===== src/rtl/cc_occ_pkg.sv =====
package cc_occ_pkg;
  localparam int TAG_W = 8;
  localparam int INV_W = 6;
  localparam int MSG_W = TAG_W + 2 + 1 + INV_W;

  typedef enum logic [1:0] {
    K_ISSUE = 2'd0,
    K_REPLY = 2'd1,
    K_HOME  = 2'd2,
    K_FWD   = 2'd3
  } kind_e;

  typedef struct packed {
    logic [TAG_W-1:0] tag;
    kind_e            kind;
    logic             dirty;
    logic [INV_W-1:0] inv;
  } msg_t;
endpackage


===== src/rtl/cc_queue.sv =====
// Fixed-latency delay stages feeding a bounded FIFO; room counts in-flight stages.
module cc_queue #(
  parameter int W     = 8,
  parameter int DEPTH = 16,
  parameter int DLY   = 1
) (
  input  logic         clk_i,
  input  logic         rst_ni,
  input  logic         push_i,
  input  logic [W-1:0] data_i,
  output logic         space_o,
  output logic         valid_o,
  output logic [W-1:0] data_o,
  input  logic         pop_i
);
  localparam int AW = (DEPTH > 1) ? $clog2(DEPTH) : 1;
  localparam int CW = $clog2(DEPTH + DLY + 1);

  logic [DLY-1:0] stg_v;

  for (genvar k = 0; k < DLY; k++) begin : g_stg
    logic         v;
    logic [W-1:0] d;
    logic         nv;
    logic [W-1:0] nd;
    if (k == 0) begin : g_head
      assign nv = push_i;
      assign nd = data_i;
    end else begin : g_tail
      assign nv = g_stg[k-1].v;
      assign nd = g_stg[k-1].d;
    end
    always_ff @(posedge clk_i or negedge rst_ni) begin
      if (!rst_ni) begin
        v <= 1'b0;
        d <= '0;
      end else begin
        v <= nv;
        d <= nd;
      end
    end
    assign stg_v[k] = v;
  end

  logic [W-1:0]  mem [DEPTH];
  logic [AW-1:0] wp, rp;
  logic [CW-1:0] cnt, occ;
  logic          fpush, fpop;

  function automatic logic [AW-1:0] nxt(input logic [AW-1:0] p);
    return (p == AW'(DEPTH - 1)) ? '0 : p + AW'(1);
  endfunction

  assign fpush = g_stg[DLY-1].v;
  assign fpop  = pop_i && (cnt != '0);

  always_ff @(posedge clk_i) begin
    if (fpush) mem[wp] <= g_stg[DLY-1].d;
  end

  always_ff @(posedge clk_i or negedge rst_ni) begin
    if (!rst_ni) begin
      wp  <= '0;
      rp  <= '0;
      cnt <= '0;
    end else begin
      if (fpush) wp <= nxt(wp);
      if (fpop)  rp <= nxt(rp);
      cnt <= cnt + CW'(fpush) - CW'(fpop);
    end
  end

  assign occ     = cnt + CW'($countones(stg_v));
  assign space_o = occ < CW'(DEPTH);
  assign valid_o = cnt != '0;
  assign data_o  = mem[rp];
endmodule


===== src/rtl/cc_service.sv =====
// Single server: round-robin pick, cost load, countdown, stall on full destination.
module cc_service
  import cc_occ_pkg::*;
#(
  parameter int O_BASE   = 7,
  parameter int OCC_MULT = 1,
  parameter int C_COST   = 15,
  parameter int WAIT_W   = 32
) (
  input  logic              clk_i,
  input  logic              rst_ni,
  input  logic              p_valid_i,
  input  msg_t              p_msg_i,
  output logic              p_pop_o,
  input  logic              n_valid_i,
  input  msg_t              n_msg_i,
  output logic              n_pop_o,
  input  logic              po_space_i,
  output logic              po_push_o,
  input  logic              no_space_i,
  output logic              no_push_o,
  output msg_t              res_o,
  output logic              busy_o,
  output logic [WAIT_W-1:0] wait_o
);
  localparam int OCC      = O_BASE * OCC_MULT;
  localparam int MAX_COST = 2 * OCC + C_COST + (1 << INV_W);
  localparam int CNT_W    = $clog2(MAX_COST + 1);

  function automatic logic [CNT_W-1:0] cost_of(input msg_t m);
    case (m.kind)
      K_HOME:  cost_of = CNT_W'(2 * OCC) + (m.dirty ? CNT_W'(C_COST) : CNT_W'(0))
                         + CNT_W'(m.inv);
      K_FWD:   cost_of = CNT_W'(2 * OCC + C_COST);
      default: cost_of = CNT_W'(OCC);
    endcase
  endfunction

  logic              busy_q, prio_q;
  logic [CNT_W-1:0]  cnt_q;
  msg_t              cur_q, sel;
  logic [WAIT_W-1:0] wait_q;
  logic              to_proc, dst_space, finish, free, take_p, take_n;

  assign to_proc   = cur_q.kind == K_REPLY;
  assign dst_space = to_proc ? po_space_i : no_space_i;
  assign finish    = busy_q && (cnt_q == '0) && dst_space;
  assign free      = !busy_q || finish;
  // prio_q set: network side preferred on the next contested pick
  assign take_p    = free && p_valid_i && (!n_valid_i || !prio_q);
  assign take_n    = free && n_valid_i && !take_p;
  assign sel       = take_p ? p_msg_i : n_msg_i;

  always_ff @(posedge clk_i or negedge rst_ni) begin
    if (!rst_ni) begin
      busy_q <= 1'b0;
      prio_q <= 1'b0;
      cnt_q  <= '0;
      cur_q  <= '0;
      wait_q <= '0;
    end else begin
      if (take_p || take_n) begin
        cur_q  <= sel;
        cnt_q  <= cost_of(sel) - CNT_W'(1);
        busy_q <= 1'b1;
        prio_q <= take_p;
      end else if (finish) begin
        busy_q <= 1'b0;
      end else if (busy_q && cnt_q != '0) begin
        cnt_q <= cnt_q - CNT_W'(1);
      end
      if (busy_q && (p_valid_i || n_valid_i)) wait_q <= wait_q + WAIT_W'(1);
    end
  end

  assign p_pop_o   = take_p;
  assign n_pop_o   = take_n;
  assign po_push_o = finish && to_proc;
  assign no_push_o = finish && !to_proc;
  assign res_o     = cur_q;
  assign busy_o    = busy_q;
  assign wait_o    = wait_q;
endmodule


===== src/rtl/cc_occupancy_engine.sv =====
module cc_occupancy_engine
  import cc_occ_pkg::*;
#(
  parameter int O_BASE   = 7,
  parameter int OCC_MULT = 1,
  parameter int C_COST   = 15,
  parameter int Q_DEPTH  = 16,
  parameter int PIN_DLY  = 1,
  parameter int POUT_DLY = 4,
  parameter int NIN_DLY  = 8,
  parameter int NOUT_DLY = 4,
  parameter int WAIT_W   = 32
) (
  input  logic             clk_i,
  input  logic             rst_ni,
  input  logic             pin_valid_i,
  input  logic [MSG_W-1:0] pin_msg_i,
  output logic             pin_ready_o,
  input  logic             nin_valid_i,
  input  logic [MSG_W-1:0] nin_msg_i,
  output logic             nin_ready_o,
  output logic             pout_valid_o,
  output logic [MSG_W-1:0] pout_msg_o,
  input  logic             pout_ready_i,
  output logic             nout_valid_o,
  output logic [MSG_W-1:0] nout_msg_o,
  input  logic             nout_ready_i,
  output logic             busy_o,
  output logic [WAIT_W-1:0] wait_cycles_o
);
  msg_t p_msg, n_msg, res;
  logic p_v, n_v, p_pop, n_pop;
  logic po_push, no_push, po_space, no_space;

  cc_queue #(.W(MSG_W), .DEPTH(Q_DEPTH), .DLY(PIN_DLY)) u_pin_q (
    .clk_i, .rst_ni,
    .push_i (pin_valid_i && pin_ready_o), .data_i(pin_msg_i), .space_o(pin_ready_o),
    .valid_o(p_v), .data_o(p_msg), .pop_i(p_pop)
  );

  cc_queue #(.W(MSG_W), .DEPTH(Q_DEPTH), .DLY(NIN_DLY)) u_nin_q (
    .clk_i, .rst_ni,
    .push_i (nin_valid_i && nin_ready_o), .data_i(nin_msg_i), .space_o(nin_ready_o),
    .valid_o(n_v), .data_o(n_msg), .pop_i(n_pop)
  );

  cc_service #(
    .O_BASE(O_BASE), .OCC_MULT(OCC_MULT), .C_COST(C_COST), .WAIT_W(WAIT_W)
  ) u_svc (
    .clk_i, .rst_ni,
    .p_valid_i(p_v), .p_msg_i(p_msg), .p_pop_o(p_pop),
    .n_valid_i(n_v), .n_msg_i(n_msg), .n_pop_o(n_pop),
    .po_space_i(po_space), .po_push_o(po_push),
    .no_space_i(no_space), .no_push_o(no_push),
    .res_o(res), .busy_o(busy_o), .wait_o(wait_cycles_o)
  );

  cc_queue #(.W(MSG_W), .DEPTH(Q_DEPTH), .DLY(POUT_DLY)) u_pout_q (
    .clk_i, .rst_ni,
    .push_i(po_push), .data_i(res), .space_o(po_space),
    .valid_o(pout_valid_o), .data_o(pout_msg_o), .pop_i(pout_ready_i)
  );

  cc_queue #(.W(MSG_W), .DEPTH(Q_DEPTH), .DLY(NOUT_DLY)) u_nout_q (
    .clk_i, .rst_ni,
    .push_i(no_push), .data_i(res), .space_o(no_space),
    .valid_o(nout_valid_o), .data_o(nout_msg_o), .pop_i(nout_ready_i)
  );
endmodule


===== config.mk =====
export PLATFORM = sky130hd
export DESIGN_NAME = cc_occupancy_engine
export DESIGN_NICKNAME = d
export VERILOG_FILES = /design/src/rtl/cc_occ_pkg.sv /design/src/rtl/cc_queue.sv /design/src/rtl/cc_service.sv /design/src/rtl/cc_occupancy_engine.sv
export SDC_FILE = /design/constraint.sdc
export NUM_CORES = 1
export LEC_CHECK = 0
export BUFFER_PORTS_ARGS = -buffer_cell sky130_fd_sc_hd__clkbuf_2
export CORE_AREA = 2 2 338 407
export DETAILED_ROUTE_END_ITERATION = 8
export DIE_AREA = 0 0 340 409
export GPL_TIMING_DRIVEN = 0
export PLACE_DENSITY = 0.56
export SLEW_MARGIN = 25
export SYNTH_ARGS = -nofsm -noshare
export SYNTH_HDL_FRONTEND = slang
export SYNTH_SLANG_ARGS = --single-unit

===== constraint.sdc =====
create_clock -name clk_i -period 10 [get_ports clk_i]
set_input_delay 2 -clock clk_i [delete_from_list [all_inputs] [get_ports clk_i]]
set_output_delay 2 -clock clk_i [all_outputs]
set_load 0.005 [all_outputs]

[Yosys cells after proc, flatten, opt, wreduce, memory -nomap -nowiden]
Memory sizes are Yosys's and may differ from the RTL's.
Cells that the tools add are included.
Storage, ports and cells
  output and inout port bits: 71
  word-level logic and storage cells: 167
  bits in read-only memories: 0
  register bits: 348
  latch bits: 0
  bits of input ports: 40
  memories kept: 4
  bits in writable memories: 1088
Memories
  u_nin_q.mem: depth 16, width 17, read ports 1, clocked after Yosys merged registers in 0, write ports 1, line cc_queue.sv:45  | logic [W-1:0] mem [DEPTH];
  u_nout_q.mem: depth 16, width 17, read ports 1, clocked after Yosys merged registers in 0, write ports 1, line cc_queue.sv:45
  u_pin_q.mem: depth 16, width 17, read ports 1, clocked after Yosys merged registers in 0, write ports 1, line cc_queue.sv:45
  u_pout_q.mem: depth 16, width 17, read ports 1, clocked after Yosys merged registers in 0, write ports 1, line cc_queue.sv:45
Cells by class
  add/subtract/negate cells: 37
  $lt $le $gt $ge: 4
  muxes and demuxes: 26
  equality and inequality tests: 12
  multiply operators: 0
  reductions and logical operators: 34
  shift operators: 0
  div/mod/pow operators: 0
  bitwise operators: 0
Operators by type and width (number)
  $mux W4: 9
  $add A32 B1 Y32 const B: 1
  $add A4 B1 Y4 const B: 8
  $eq A4 B4 Y1 const B: 8
  $mux W7: 4
  $add A5 B5 Y5: 5
  $add A5 B1 Y5: 4
  $lt A5 B5 Y1 const B: 4
  $reduce_bool A5 Y1: 4
  $sub A5 B1 Y5: 4
  $mux W17: 1
  $add A1 B1 Y2: 8
  $logic_and A1 B1 Y1: 16
  $pmux W7 S2: 1
  $sub A7 B1 Y7 const B: 2
  $mux W1: 11
  $add A4 B7 Y7 const A: 1
  $add A7 B6 Y7: 1
  $logic_not A7 Y1: 1
  $reduce_bool A7 Y1: 1
  $add A2 B2 Y3: 2
  $add A5 B3 Y5: 1
  $logic_not A1 Y1: 5
  $eq A2 B2 Y1 const B: 2
  5 further kinds: 9

[Depth between registers and ports, before layout]
  depth in word-level cells: 17
  gate-level depth with buffers: 23
  mapped depth without buffers: 22

[Modules after synthesis]
Synthesis repeated with hierarchy kept, for this count alone.
Unflattened totals
  cells, all modules: 2910
  area, all modules: 56387.8 µm²
Modules (own cells, without submodules)
  cc_queue (u_nin_q): times used 1, cells each 719, area an instance 15051.9 µm², seq. area each 12096.6 µm²
  cc_queue (u_nout_q): times used 1, cells each 629, area an instance 13123.8 µm², seq. area each 10294.9 µm²
  cc_queue (u_pout_q): times used 1, cells each 627, area an instance 13091.3 µm², seq. area each 10294.9 µm²
  cc_queue (u_pin_q): times used 1, cells each 566, area an instance 11711.2 µm², seq. area each 8943.6 µm²
  cc_service: times used 1, cells each 367, area an instance 3397.0 µm², seq. area each 1451.4 µm²
  cc_occupancy_engine: times used 1, cells each 2, area an instance 12.5 µm², seq. area each 0.0 µm²

[Least setup slack after synthesis]
No wires, ideal clock.
  path kind: reg2reg
  from: register u_pout_q.g_stg[3].v, in the netlist u_pout_q.fpush
  to: register u_svc.cnt_q[6]
  clock period less this slack: 4.739 ns
  data arrival time: 4.582 ns
  stages on the path, launching flop included: 23
  required time: 9.843 ns
  path buffers: 1
  path slack: 5.261 ns
  setup time: 0.157 ns
  cells stage by stage: dfrtp_1 fa_1 ha_1 a211oi_1 or3_1 nand3b_1 a31oi_1 nand2_1 buf_2 inv_2 nand2_1 nand2_1 inv_1 ha_1 inv_1 ha_1 fa_1 a21o_1 a21oi_1 xnor2_1 a21oi_1 a311oi_1 a211oi_1
Between the ends
  word-level cells in the longest chain between the ends: 17
  elaborated cells on any way between the ends: 26
  classes of those cells: add/sub (6); order compare (1); eq/ne (3); mux (6); reduce/logical (10)
RTL lines
  start: declaration: line cc_queue.sv:22  | logic v;
  start signal: assignment: line cc_queue.sv:38  | v <= nv;
  $add A1 B1 Y2 (not written as such) (*): line cc_queue.sv:73  | assign occ = cnt + CW'($countones(stg_v));
  $add A5 B5 Y5 (not written as such) (*): line cc_queue.sv:73
  $add A5 B5 Y5 (*): line cc_queue.sv:73
  $lt A5 B5 Y1 (*): line cc_queue.sv:74  | assign space_o = occ < CW'(DEPTH);
  $mux W1 (*): line cc_service.sv:46  | assign dst_space = to_proc ? po_space_i : no_space_i;
  $logic_and A1 B1 Y1 (*): line cc_service.sv:47  | assign finish = busy_q && (cnt_q == '0) && dst_space;
  $logic_or A1 B1 Y1: line cc_service.sv:48  | assign free = !busy_q || finish;
  $logic_and A1 B1 Y1 (2 in series): line cc_service.sv:50  | assign take_p = free && p_valid_i && (!n_valid_i || !prio_q);
  $mux W17: line cc_service.sv:52  | assign sel = take_p ? p_msg_i : n_msg_i;
  $mux W4: line cc_service.sv:32  | K_HOME: cost_of = CNT_W'(2 * OCC) + (m.dirty ? CNT_W'(C_COST) : CNT_W'(0))
  $add A4 B7 Y7: line cc_service.sv:32
  $add A7 B6 Y7: line cc_service.sv:33  | + CNT_W'(m.inv);
  $pmux W7 S2: line cc_service.sv:31  | case (m.kind)
  $mux W7: line cc_service.sv:62  | if (take_p || take_n) begin
  $sub A7 B1 Y7: line cc_service.sv:64  | cnt_q <= cost_of(sel) - CNT_W'(1);
  $mux W7: line cc_service.sv:62
  end signal: assignment: line cc_service.sv:64
  end signal: assignment: line cc_service.sv:70  | cnt_q <= cnt_q - CNT_W'(1);
  end: declaration: line cc_service.sv:40  | logic [CNT_W-1:0] cnt_q;
Every way passes the cells marked *; elsewhere a longest branch is shown, timed or not. The select of a mux whose other input is x is not followed.
A chain may end at the register's enable or synchronous reset.

[Final worst setup path]
  from: register u_nout_q.rp[0]
  to: output nout_msg_o[15]
Between the ends
  word-level cells in the longest chain between the ends: 1
RTL lines
  start: declaration: line cc_queue.sv:46  | logic [AW-1:0] wp, rp;
  start signal: assignment: line cc_queue.sv:68  | if (fpop) rp <= nxt(rp);
  $mem_v2 Z16 W17
  end: declaration: line cc_occupancy_engine.sv:26  | output logic [MSG_W-1:0] nout_msg_o,
Every way passes these cells.

==> results.json <==
{
  "synthArstFlopShare_pct": 24.2,
  "ys_ff_latch": 1436,
  "crit_arrival_ns": 4.09,
  "core_sq_um": 135000,
  "vias": 25300,
  "drtAntennaViolNets": 0,
  "fin_crit_sh_pct": 60.9,
  "diodes": 0,
  "routedWlPerCell_um": 24.0,
  "syn_avg_cell_area_sq_um": 20.4,
  "clkLatencyLatePin_ns": 0.77,
  "max_cap_viol_count": 0,
  "pwr-share-seq_pct": 46.3,
  "p_per_area_nw_per_um2": 273,
  "cp-end-kind": "output pin",
  "synth_flop_cell": "edfxtp_1",
  "syn_area_sq_um": 53700,
  "p_leak_uw": 0.0216,
  "top_layer_used": "met4",
  "via_per_inst": 5.20,
  "finalCriticalPeriod_ns": 6.09,
  "final_common_cell": "edfxtp_1",
  "start_util_pct": 39.8,
  "wl_met1_mm": 46.4,
  "dr.pass1.iters": 5,
  "tightest_slew_ns": 0.995,
  "internal-power_uw": 12200,
  "grtUsageTotal_pct": 17.0,
  "port_buffers": 110,
  "die_x_um": 340,
  "routed_wl_mm": 117,
  "clock-sinks": 1436,
  "yosysSeqAreaShare_pct": 77.0,
  "cts-resized-gates": 0,
  "rsz0062_at_grt": "no",
  "ctsHoldBuffers": 0,
  "gr-total-overflow": 0,
  "drive_gt1_share_pct": 26.0,
  "met2_length_mm": 61.7,
  "hold_violations": 0,
  "nets": 3059,
  "ir_worst_vdd_mv": 0.185,
  "clk_pin_slew_ns": 0.06,
  "ys_warn_count": 0,
  "drtIter0Drc": 2045,
  "postCtsSetupRepairBufs": 0,
  "drc_errors": 0,
  "root_buffer": "clkbuf_16",
  "place.gp.congestion": 0.790,
  "hp-class": "flip-flop to flip-flop",
  "layout_common_cells": "edfxtp_1, dfrtp_1, mux4_2",
  "grt_pass1_wl_mm": 175,
  "status": "completed",
  "ios": 111,
  "setup_tns_ns": 0,
  "clk_path_buf_depth": 3,
  "syn_to_final_growth_pct": 16.0,
  "dp_hpwl_mm": 73.3,
  "p_comb_share_pct": 21.1,
  "switching_power_uw": 4810,
  "grt_pass1_vias": 27100,
  "synth_edf_count": 1088,
  "antenna_found_initial": 0,
  "h-tree-depth": 4,
  "crit_fanout": 10,
  "synth_cell_type_count": 66,
  "cp-start-kind": "flip-flop",
  "dieArea_sq_um": 139000,
  "syn_nets": 2751,
  "die_y_um": 409,
  "worst-setup-path-type": "flip-flop to output pin",
  "final_util_pct": 46.1,
  "numCtsBuffers": 147,
  "relSlewSlack_pct": 33.7,
  "fillers": 11200,
  "cts_tree": "done",
  "timing.fmax_ghz": 0.164,
  "final.setup_skew_ns": 0.0300,
  "swShare_pct": 28.3,
  "slew_viol_final": 0,
  "dr_wl_met3_mm": 5.24,
  "grt_max_degree": 87,
  "netlist_instances": 2638,
  "pwr-share-clk_pct": 32.6,
  "rows": 148,
  "worst_ep_required_time_ns": 8.00,
  "setup_viol": 0
}
## state kept, by name, indices dropped and copies added (netlist names), 17 cells and up
register and count:
u_pout_q.mem 272, u_pin_q.g_stg.d 17, u_nout_q.mem 272, u_nin_q.mem 272, u_svc.res_o 17, u_svc.wait_o 32, u_nout_q.g_stg.d 68, u_pin_q.mem 272
u_nin_q.g_stg.d 136
## worst max-delay path, cell delays in order, from the launching register on
cell and delay [ns]:
dfrtp_1 0.36, clkbuf_1 0.27, clkbuf_1 0.63, clkbuf_1 0.76, mux2i_1 0.19, a221oi_1 0.60, o21ai_0 0.15, nand2_1 0.20
clkbuf_2 0.15
## path summary, 6_finish.rpt
kind | startpoint | to | slack [ns] | cells past startpoint
worst max-delay path | u_nout_q.rp[0] | nout_msg_o[15] | 3.91 | 8
worst min-delay path | u_nin_q.g_stg[5].d[9] | u_nin_q.g_stg[6].d[9] | 0.34 | 0
worst max register to register | u_nout_q.fpush | u_svc.cnt_q[6] | 4.33 | 22
worst min register to register | u_nin_q.g_stg[5].d[9] | u_nin_q.g_stg[6].d[9] | 0.34 | 0
max in group asynchronous | rst_ni | u_nout_q.g_stg[3].d[16] | 7.26 | 4
min in group asynchronous | rst_ni | u_pin_q.wp[0] | 1.23 | 1
## Yosys cell counts, types with 5 or more instances
cell / count / area share, %
nand3_1: 39 / 0.36
a21o_1: 10 / 0.14
xnor2_1: 52 / 0.85
dfrtp_1: 348 / 16
mux4_2: 279 / 12
a221oi_1: 17 / 0.28
fa_1: 10 / 0.37
and2_1: 32 / 0.37
inv_1: 51 / 0.36
nor3_1: 10 / 0.093
nor2b_1: 10 / 0.12
o21ai_0: 62 / 0.58
nor2_1: 54 / 0.38
nand2_1: 139 / 0.97
a21oi_1: 47 / 0.44
ha_1: 63 / 1.5
clkbuf_1: 65 / 0.45
nand4_1: 8 / 0.093
nor3b_1: 9 / 0.13
a211oi_1: 5 / 0.070
edfxtp_1: 1088 / 61
buf_1: 23 / 0.16
nand2b_1: 5 / 0.058
and3_1: 8 / 0.093
mux2i_1: 58 / 1.1
a22oi_1: 38 / 0.53
mux2_2: 25 / 0.52
buf_2: 11 / 0.10
buf_6: 5 / 0.10
xor2_1: 18 / 0.29
## metal layers
layer / vias up / global-route usage (%)
met1: 13500 / 21.0
li1: 11100 / -
met2: 567 / 30.1
met5: - / 0
met4: 0 / 5.48
met3: 182 / 3.26
## logic make-up (layout without fill, tap and decap cells)
family,count (synthesis),in the layout,synth area share (%)
buffers and inverters,159,585,1.24
XOR/XNOR,70,70,1.14
multiplexers,363,363,13.4
AND/OR/NAND/NOR,338,338,3.02
flip-flops,1436,1436,77.0
AO/OA/AOI/OAI,199,199,2.36
adder cells (fa/ha/maj),73,73,1.84
## area by class of cell
cell class,instances,area [sq um],area share [%]
Sequential cell,1436,41400,66.5
Multi-Input combinational cell,1043,11900,19.1
Clock buffer,192,4010,6.43
Tap cell,1800,2250,3.62
Timing Repair Buffer,159,1200,1.93
Clock inverter,75,870,1.40
Buffer,107,485,0.779
Inverter,52,195,0.313
## power by group through the flow
stage | Clock, uW | Combinational [uW] | Sequential [uW]
5_1_grt | 5910 | 3900 | 7950
2_1_floorplan | 0 | 2440 | 7690
4_1_cts | 5690 | 3660 | 7880
3_5_place_dp | 0 | 3650 | 8000
3_3_place_gp | 0 | 3540 | 7940
6_report | 5540 | 3580 | 7870
## per-stage QoR
step,hold slack (ns),power (uW),area (sq um),instances,setup WS (ns)
3_3_place_gp,0.331,11500,56500,4548,-0.983
5_1_grt,0.351,17800,62300,4864,3.62
3_5_place_dp,0.335,11700,57400,4597,4.38
4_1_cts,0.344,17200,62300,4864,3.79
2_1_floorplan,0.331,10100,53700,2638,5.26
6_report,0.342,17000,62300,4864,3.91
Power figures use the tool's default switching activity.
